### src/rtl/tern_pkg.sv
package tern_pkg;
    localparam int TW    = 2;
    localparam int NSEL  = 3;
    localparam int NSLOT = 3;
    localparam int CFGW  = 8;
    localparam int NLINE = NSEL * NSLOT;

    typedef logic [TW-1:0] trit_t;

    localparam trit_t T_O   = 2'b00;
    localparam trit_t T_P   = 2'b01;
    localparam trit_t T_N   = 2'b10;
    localparam trit_t T_BAD = 2'b11;

    typedef enum logic [1:0] {SM_TERN, SM_XXY, SM_XYY} sel_mode_e;
    typedef enum logic [1:0] {MEM_OFF, MEM_OPEN, MEM_HOLD} mem_state_e;
endpackage

### src/rtl/tern_src.sv
module tern_src
    import tern_pkg::*;
(
    input  logic [1:0] code,
    input  trit_t      routed,
    output trit_t      val
);
    always_comb begin
        unique case (code)
            2'b00:   val = T_O;
            2'b01:   val = T_P;
            2'b10:   val = T_N;
            default: val = routed;
        endcase
    end
endmodule

### src/rtl/tern_sel.sv
module tern_sel
    import tern_pkg::*;
(
    input  trit_t slot_n,
    input  trit_t slot_o,
    input  trit_t slot_p,
    input  trit_t ctl,
    input  logic  xxy_en,
    input  logic  xyy_en,
    output trit_t y
);
    sel_mode_e mode;

    always_comb begin
        if (xyy_en)      mode = SM_XYY;
        else if (xxy_en) mode = SM_XXY;
        else             mode = SM_TERN;
    end

    always_comb begin
        unique case (mode)
            SM_XXY:  y = (ctl == T_P) ? slot_p : slot_n;
            SM_XYY:  y = (ctl == T_N) ? slot_n : slot_p;
            default: begin
                if (ctl == T_N)      y = slot_n;
                else if (ctl == T_P) y = slot_p;
                else                 y = slot_o;
            end
        endcase
    end
endmodule

### src/rtl/tern_mem.sv
module tern_mem
    import tern_pkg::*;
(
    input  logic  clk,
    input  logic  rst_n,
    input  logic  fb_en,
    input  logic  legal,
    input  trit_t ctl,
    input  trit_t d,
    output trit_t q
);
    mem_state_e st;
    trit_t      held;

    always_comb begin
        if (!fb_en)          st = MEM_OFF;
        else if (ctl == T_P) st = MEM_OPEN;
        else                 st = MEM_HOLD;
    end

    always_ff @(posedge clk or negedge rst_n) begin
        if (!rst_n) begin
            held <= T_O;
        end else if (legal) begin
            unique case (st)
                MEM_OPEN: held <= d;
                MEM_HOLD: held <= held;
                default:  held <= held;
            endcase
        end
    end

    always_comb begin
        unique case (st)
            MEM_OPEN: q = d;
            default:  q = held;
        endcase
    end
endmodule

### src/rtl/tern_cell.sv
module tern_cell
    import tern_pkg::*;
(
    input  logic                 clk,
    input  logic                 rst_n,
    input  logic [CFGW-1:0]      cfg_s1,
    input  logic [CFGW-1:0]      cfg_s2,
    input  logic [CFGW-1:0]      cfg_s3,
    input  logic [CFGW-1:0]      cfg_ext,
    input  logic [NLINE*TW-1:0]  line_i,
    input  logic [NSEL*TW-1:0]   ctl_i,
    output logic [NSEL*TW-1:0]   res_o,
    output logic [TW-1:0]        aux_o,
    output logic                 aux_vld_o
);
    localparam int FB_BIT   = 0;
    localparam int IND1_BIT = 4;
    localparam int IND3_BIT = 5;
    localparam int AUX_LSB  = 6;

    logic [CFGW-1:0] scfg [NSEL];
    trit_t           src  [NLINE];
    trit_t           y1, y2_mux, y2, y3;
    trit_t           s2_n, s2_p, aux_raw;
    logic            legal;

    assign scfg[0] = cfg_s1;
    assign scfg[1] = cfg_s2;
    assign scfg[2] = cfg_s3;

    for (genvar k = 0; k < NSEL; k++) begin : g_sel
        for (genvar j = 0; j < NSLOT; j++) begin : g_slot
            tern_src u_src (
                .code   (scfg[k][2*j +: 2]),
                .routed (line_i[TW*(NSLOT*k+j) +: TW]),
                .val    (src[NSLOT*k+j])
            );
        end
    end

    always_comb begin
        legal = 1'b1;
        for (int i = 0; i < NLINE; i++)
            if (line_i[TW*i +: TW] == T_BAD) legal = 1'b0;
        for (int i = 0; i < NSEL; i++)
            if (ctl_i[TW*i +: TW] == T_BAD) legal = 1'b0;
    end

    tern_sel u_sel1 (
        .slot_n (src[0]), .slot_o (src[1]), .slot_p (src[2]),
        .ctl    (ctl_i[1:0]),
        .xxy_en (cfg_s1[6]), .xyy_en (cfg_s1[7]),
        .y      (y1)
    );

    tern_sel u_sel3 (
        .slot_n (src[6]), .slot_o (src[7]), .slot_p (src[8]),
        .ctl    (ctl_i[5:4]),
        .xxy_en (cfg_s3[6]), .xyy_en (cfg_s3[7]),
        .y      (y3)
    );

    assign s2_n = cfg_ext[IND1_BIT] ? src[3] : y1;
    assign s2_p = cfg_ext[IND3_BIT] ? src[5] : y3;

    tern_sel u_sel2 (
        .slot_n (s2_n), .slot_o (src[4]), .slot_p (s2_p),
        .ctl    (ctl_i[3:2]),
        .xxy_en (cfg_s2[6]), .xyy_en (cfg_s2[7]),
        .y      (y2_mux)
    );

    trit_t mem_q;
    tern_mem u_mem (
        .clk   (clk),
        .rst_n (rst_n),
        .fb_en (cfg_ext[FB_BIT]),
        .legal (legal),
        .ctl   (ctl_i[3:2]),
        .d     (y1),
        .q     (mem_q)
    );

    assign y2 = cfg_ext[FB_BIT] ? mem_q : y2_mux;

    always_comb begin
        unique case (cfg_ext[AUX_LSB +: 2])
            2'b01:   aux_raw = y1;
            2'b10:   aux_raw = y2;
            2'b11:   aux_raw = y3;
            default: aux_raw = T_O;
        endcase
    end

    assign aux_vld_o = (cfg_ext[AUX_LSB +: 2] != 2'b00);
    assign aux_o     = legal ? aux_raw : T_O;
    assign res_o     = legal ? {y3, y2, y1} : {NSEL{T_O}};
endmodule

### config.mk
export PLATFORM = sky130hd
export DESIGN_NAME = tern_cell
export DESIGN_NICKNAME = d
export VERILOG_FILES = /design/src/rtl/tern_pkg.sv /design/src/rtl/tern_src.sv /design/src/rtl/tern_sel.sv /design/src/rtl/tern_mem.sv /design/src/rtl/tern_cell.sv
export SDC_FILE = /design/constraint.sdc
export NUM_CORES = 1
export LEC_CHECK = 0
export ABC_AREA = 1
export BUFFER_PORTS_ARGS = -buffer_cell sky130_fd_sc_hd__buf_2
export CAP_MARGIN = 15
export CORE_MARGIN = 2
export CORE_UTILIZATION = 39
export CTS_CLUSTER_DIAMETER = 80
export DETAILED_ROUTE_END_ITERATION = 16
export GPL_ROUTABILITY_DRIVEN = 0
export HOLD_SLACK_MARGIN = 0.02
export PLACE_DENSITY = 0.88
export SYNTH_ARGS = -nofsm -noshare
export SYNTH_HDL_FRONTEND = slang
export SYNTH_SLANG_ARGS = --single-unit
### constraint.sdc
create_clock -name clk -period 1.35 [get_ports clk]
set_input_delay 0.135 -clock clk [delete_from_list [all_inputs] [get_ports clk]]
set_output_delay 0.135 -clock clk [all_outputs]
set_load 0.01 [all_outputs]
==> flow_summary.json, run 1 <==
{
  "track_usage_pct": 24.1,
  "dp_slack_ns": -0.164,
  "die_w_um": 52.7,
  "syn_inst": 208,
  "root_buffer": "clkbuf_4",
  "reg2reg_from": "u_mem.held[0]$_DFFE_PN0P_",
  "core_area_um2": 2230,
  "ys_seq_area_share_pct": 5.41,
  "powerDensity_nw_per_um2": 487,
  "path_buf_inv": 3,
  "reg2reg_to": "u_mem.held[0]$_DFFE_PN0P_",
  "dp.cells": 310,
  "crit_fanout": 2,
  "worst_ep_required_time_ns": 1.22,
  "io_pins": 67,
  "clk_pin_slew_ns": 0.03,
  "ir_drop_mv": 0.523,
  "skew_ns": 0,
  "synthesis.nets": 266,
  "grt_pass1_wl_mm": 5.11,
  "area_growth_pct": 96.2,
  "critPathArrivalTime_ns": 1.44,
  "p_leak_nw": 1.10,
  "max-clock-path-buffers": 2,
  "drtPass1Iterations": 4,
  "nFillCells": 156,
  "antenna_found_initial": 0,
  "cts-buffers-inserted": 3,
  "tightest_slew_ns": 0.373,
  "crit_top_cell": "nand2_1",
  "fin_util_pct": 81.3,
  "finalWirelength_mm": 4.35,
  "fin_ws_ns": -0.228,
  "placed_area_um2": 1360,
  "worst-r2r-cell-count": 7,
  "worstPathCellList": "buf_2 > nand2_1 > nand2_1 > nand2_1 > nand2_1 > nand2_1 > nand2_2 > inv_2 > nand3_2 > nand2_2 > nand3_2 > nand2_1 > nand2_1 > a21oi_1 > buf_2",
  "ys_ff_latch": 2,
  "yosys_warnings": 0,
  "hold_viol_final": 0,
  "row_count": 17,
  "ant_nets": 0,
  "viasPerCell": 5.40,
  "drive_above_1_share_pct": 55.7,
  "drcViolationCount": 0,
  "die_height_um": 52.7,
  "cts_tree": "done",
  "end_kind": "primary output",
  "status": "finished with violations",
  "failed_checks": "setup timing",
  "largest_reg_flops": 2,
  "htree_levels": 1,
  "ys_types": 19,
  "start_util_pct": 41.5,
  "finalNetCount": 356,
  "largestRegisters": "u_mem.held x2",
  "worst_slew_margin_rel_pct": 75.0,
  "dp_hpwl_mm": 2.50,
  "max_freq_mhz": 634,
  "cp_top_family": "simple AND/OR/NAND/NOR gates",
  "clock_latency_ns": 0.22,
  "final_area_um2": 1820,
  "clkSinkCount": 2,
  "fin_crit_ns": 1.58,
  "slew_violations": 0,
  "dieArea_um2": 2780,
  "drv_cap": 0,
  "syn_avg_cell_area_um2": 4.45,
  "min_path_type": "in2async",
  "grt_max_degree": 7,
  "slowest_delay_ns": 0.14,
  "syn_area_um2": 926,
  "avgRoutedWirePerCell_um": 13.4,
  "finalCritPeriodShare_pct": 117,
  "stdcell_count": 324,
  "gr-total-overflow": 0,
  "vias": 1751,
  "diodes": 0,
  "grt_pass1_vias": 1365,
  "cp-start-kind": "input port",
  "setup_tns_ns": -1.04,
  "setup_viol_count_final": 8,
  "rsz0062_at_grt": "true",
  "critPathSlowestCell": "buf_2",
  "reg2reg_setup_slack_ns": 0.17,
  "portBuffers": 63,
  "path_class": "in2out",
  "drt_iter0_drc": 58,
  "max_flop_register": "u_mem.held"
}
-- cell usage in the layout, fill, tap and decap left out --
master         count
o22ai_4            1
nand2_4            6
o211ai_1           1
inv_1             28
o21ai_0            4
o31ai_1            1
nor2_4             1
a21oi_2            6
o21ai_4            1
buf_4             21
nand2_2           33
nand3b_1           1
o21ai_1            3
buf_8              3
inv_8              1
o22ai_1            1
a31oi_1            4
nand3_2            5
nor2_2             3
nand3_1            8
clkbuf_4           3
buf_2             47
inv_6              1
nand2_1           63
dlygate4sd3_1      1
inv_2             12
inv_4              5
buf_6             13
o2111ai_1          1
nor4_2             1
nor2_1             8
o21ai_2            1
dfrtp_1            2
buf_12             1
a21oi_1            5
-- how the worst max path moves through the flow --
stage	slack (ns)	endpoint	cells past startpoint	from
after detailed placement	-0.16	aux_o[0]	16	ctl_i[4]
final	-0.23	aux_o[1]	15	cfg_s3[0]
after floorplan	0.13	aux_o[1]	14	ctl_i[4]
after global routing	-0.34	aux_o[1]	15	cfg_s3[0]
after CTS	-0.12	aux_o[0]	16	ctl_i[1]
after global placement	-0.14	aux_o[0]	16	ctl_i[4]
-- per-layer routing --
metal / part of all wire [%] / track usage (%) / vias up
li1: - / - / 815
met1: 36 / 26.8 / 794
met2: 51 / 48.5 / 118
met3: 8.3 / 2.86 / 24
met4: 4.1 / 3.42 / 0
met5: 0 / 0 / -
-- layout make-up --
type / count / area [um2] / area share [%]
inverter: 47 / 201 / 11.1
clock buffer: 3 / 22.5 / 1.24
timing repair buffer: 86 / 614 / 33.8
sequential: 2 / 50.0 / 2.75
multi-input combinational: 158 / 893 / 49.2
tap: 28 / 35.0 / 1.93
-- synth_stat cells --
cell / number / area share, %
inv_1: 44 / 18
a31oi_1: 4 / 2.7
nor2_1: 12 / 4.9
buf_2: 1 / 0.54
nor4_1: 1 / 0.68
nand2_2: 6 / 4.1
o211ai_1: 1 / 0.81
nand2_1: 96 / 39
o21ai_0: 8 / 4.3
o22ai_1: 2 / 1.4
a21oi_2: 2 / 1.9
o31ai_1: 1 / 0.81
nand3_1: 13 / 7.0
nand3b_1: 1 / 0.81
o21ai_2: 1 / 0.95
inv_2: 3 / 1.2
a21oi_1: 9 / 4.9
o2111ai_1: 1 / 0.95
dfrtp_1: 2 / 5.4
-- where the power goes --
group          switching (mW)  internal (mW)  leakage [nW]
sequential            0.00637         0.0721        0.0272
clock                  0.0334         0.0980        0.0138
combinational           0.357          0.318          1.06
total                   0.396          0.488          1.10
-- cell families after synthesis --
logic type             after synthesis  synth area share, %
buffers and inverters               48                 19.6
AO/OA/AOI/OAI                       29                 18.6
AND/OR/NAND/NOR                    129                 56.4
flip-flops                           2                 5.41
-- what timing repair did --
action,4_1_cts,5_1_grt
buffers inserted,5,5
endpoints found under the hold margin,2,0
hold buffers,1,0
endpoints found under the setup margin,8,10
resized for setup,41,72
pin swaps,25,49
-- worst reg2reg max path: cells and delay by family (launching register included) --
kind            cells  cell delay [ns]
buf+inv             4             0.41
flops               1             0.36
simple gates        1             0.13
compound gates      2             0.16
-- through the flow --
step | hold slack (ns) | total power, mW
after detailed placement | -0.0788 | 0.508
after global placement | -0.0788 | 0.496
after global routing | 0.226 | 0.944
after CTS | 0.221 | 0.719
final | 0.229 | 0.885
after floorplan | -0.161 | 0.312
(Power assumes the default switching activity.)
==> run 2, diff against run 1 <==
--- a/config.mk
+++ b/config.mk
@@ -13,6 +13,7 @@
 export CTS_CLUSTER_DIAMETER = 80
 export DETAILED_ROUTE_END_ITERATION = 16
 export GPL_ROUTABILITY_DRIVEN = 0
+export GPL_TIMING_DRIVEN = 0
 export HOLD_SLACK_MARGIN = 0.02
 export PLACE_DENSITY = 0.88
 export SYNTH_ARGS = -nofsm -noshare
==> flow_summary.json, run 2 (synthesis results as in run 1) <==
{
  "status": "finished with violations",
  "failed_checks": "setup timing",
  "tightest_slew_ns": 0.338,
  "intPower_mw": 0.473,
  "root_buffer": "clkbuf_4",
  "avgRoutedWirePerCell_um": 14.9,
  "min_path_type": "in2async",
  "gr-total-overflow": 0,
  "grt_pass1_wl_mm": 5.08,
  "ir_drop_mv": 0.503,
  "ant_nets": 0,
  "fin_crit_ns": 1.61,
  "crit_fanout": 5,
  "finalCritPeriodShare_pct": 119,
  "die_height_um": 52.7,
  "cts-buffers-inserted": 3,
  "worstPathCellList": "buf_12 > inv_6 > nand2_8 > inv_4 > nand2_2 > nand2_1 > nand2_1 > nand2_1 > inv_2 > nand2_4 > o21ai_4 > nand2_2 > nand2_1 > nand2_1 > a21oi_2 > buf_2",
  "slowest_delay_ns": 0.15,
  "area_growth_pct": 99.1,
  "htree_levels": 1,
  "hold_viol_final": 0,
  "drcViolationCount": 0,
  "setup_viol_count_final": 8,
  "pwr-share-clk_pct": 14.6,
  "row_count": 17,
  "power_mw": 0.892,
  "vias": 1735,
  "dp_hpwl_mm": 2.33,
  "grt_max_degree": 7,
  "layout_commonest_cell": "nand2_1",
  "critPathArrivalTime_ns": 1.47,
  "placed_area_um2": 1280,
  "max_flop_register": "u_mem.held",
  "track_usage_pct": 23.9,
  "switching_share_pct": 47.0,
  "final_area_um2": 1840,
  "antenna_found_initial": 0,
  "dieArea_um2": 2780,
  "end_kind": "primary output",
  "core_area_um2": 2230,
  "drv_cap": 0,
  "cp-start-kind": "input port",
  "max_freq_mhz": 622,
  "drtPass1Iterations": 4,
  "viasPerCell": 5.42,
  "die_w_um": 52.7,
  "drt_iter0_drc": 49,
  "pwr-share-comb_pct": 76.0,
  "critPathSlowestCell": "o21ai_4",
  "diodes": 0,
  "cts_tree": "done",
  "worst_ep_required_time_ns": 1.22,
  "crit_top_cell": "nand2_1",
  "drive_above_1_share_pct": 58.2,
  "path_class": "in2out",
  "p_switching_mw": 0.419,
  "clock_latency_ns": 0.22,
  "layout_common_cells": "nand2_1 (58), buf_2 (50), nand2_2 (36)",
  "nFillCells": 145,
  "finalWirelength_mm": 4.77,
  "p_leak_nw": 1.08,
  "rsz0062_at_grt": "true",
  "fin_ws_ns": -0.257,
  "grt_pass1_vias": 1340,
  "fin_util_pct": 82.5,
  "clk_pin_slew_ns": 0.03,
  "seqPwrFrac_pct": 9.3,
  "powerDensity_nw_per_um2": 484,
  "portBuffers": 63,
  "dp_slack_ns": -0.183,
  "skew_ns": 0,
  "io_pins": 67,
  "largestRegisters": "u_mem.held x2",
  "max-clock-path-buffers": 2,
  "slew_violations": 0,
  "clkSinkCount": 2,
  "worst_slew_margin_rel_pct": 77.3,
  "largest_reg_flops": 2,
  "start_util_pct": 41.5,
  "setup_tns_ns": -1.17,
  "finalNetCount": 352
}
## run 2: cell types whose count changed in the layout (fill, tap and decap cells not counted), moves of 3 or more
cell	before	now
nand2_2	33	36
buf_2	47	50
nand2_1	63	58
buf_4	21	14
## run 2: path summary, 6_finish.rpt
kind,start,to,slack (ns),cells past startpoint
max,ctl_i[0],aux_o[0],-0.26,16
min,rst_n,u_mem.held[0]$_DFFE_PN0P_,0.23,2
max reg2reg,u_mem.held[0]$_DFFE_PN0P_,u_mem.held[0]$_DFFE_PN0P_,0.16,7
min reg2reg,u_mem.held[0]$_DFFE_PN0P_,u_mem.held[0]$_DFFE_PN0P_,0.50,2
max in group asynchronous,rst_n,u_mem.held[1]$_DFFE_PN0P_,1.03,2
min in group clk,u_mem.held[0]$_DFFE_PN0P_,u_mem.held[0]$_DFFE_PN0P_,0.50,2
## run 2: timing repair
item / CTS / global route
buffers inserted: 12 / 9
endpoints found under the setup margin: 8 / 10
endpoints found under the hold margin: 2 / 0
hold buffers: 1 / 0
pin swaps: 21 / 48
resized for setup: 48 / 88
## run 2: metal layers
metal | wire, um | vias to the layer above | GRT usage, %
li1 | - | 814 | -
met1 | 1710 | 776 | 27.1
met2 | 2490 | 114 | 44.8
met3 | 321 | 31 | 3.43
met4 | 251 | 0 | 8.12
met5 | 0 | - | 0
## run 2: final cells by class
type	instances	area, um2	share of cell area [%]
Timing Repair Buffer	81	571	31.0
Tap cell	28	35.0	1.90
Inverter	47	214	11.6
Sequential cell	2	50.0	2.72
Buffer	1	7.51	0.407
Multi-Input combinational cell	158	943	51.2
Clock buffer	3	22.5	1.22
## run 2: per-stage QoR
step                      std cells  hold slack [ns]
after global placement          299          -0.0797
after detailed placement        299          -0.0774
final                           320            0.225
after floorplan                 208           -0.161
after CTS                       315            0.224
after global routing            320            0.223
## run 2: critical path, delay by kind of cell
family | cells | cell delay, ns
simple gates | 9 | 0.65
compound gates | 2 | 0.27
buf+inv | 5 | 0.40
## run 2: power by group through the flow
stage	logic (mW)	registers (mW)	clock network, mW
finish	0.678	0.0833	0.131
global route	0.730	0.0837	0.145
CTS	0.483	0.0782	0.138
detailed placement	0.378	0.0778	0
global placement	0.371	0.0778	0
floorplan	0.235	0.0771	0
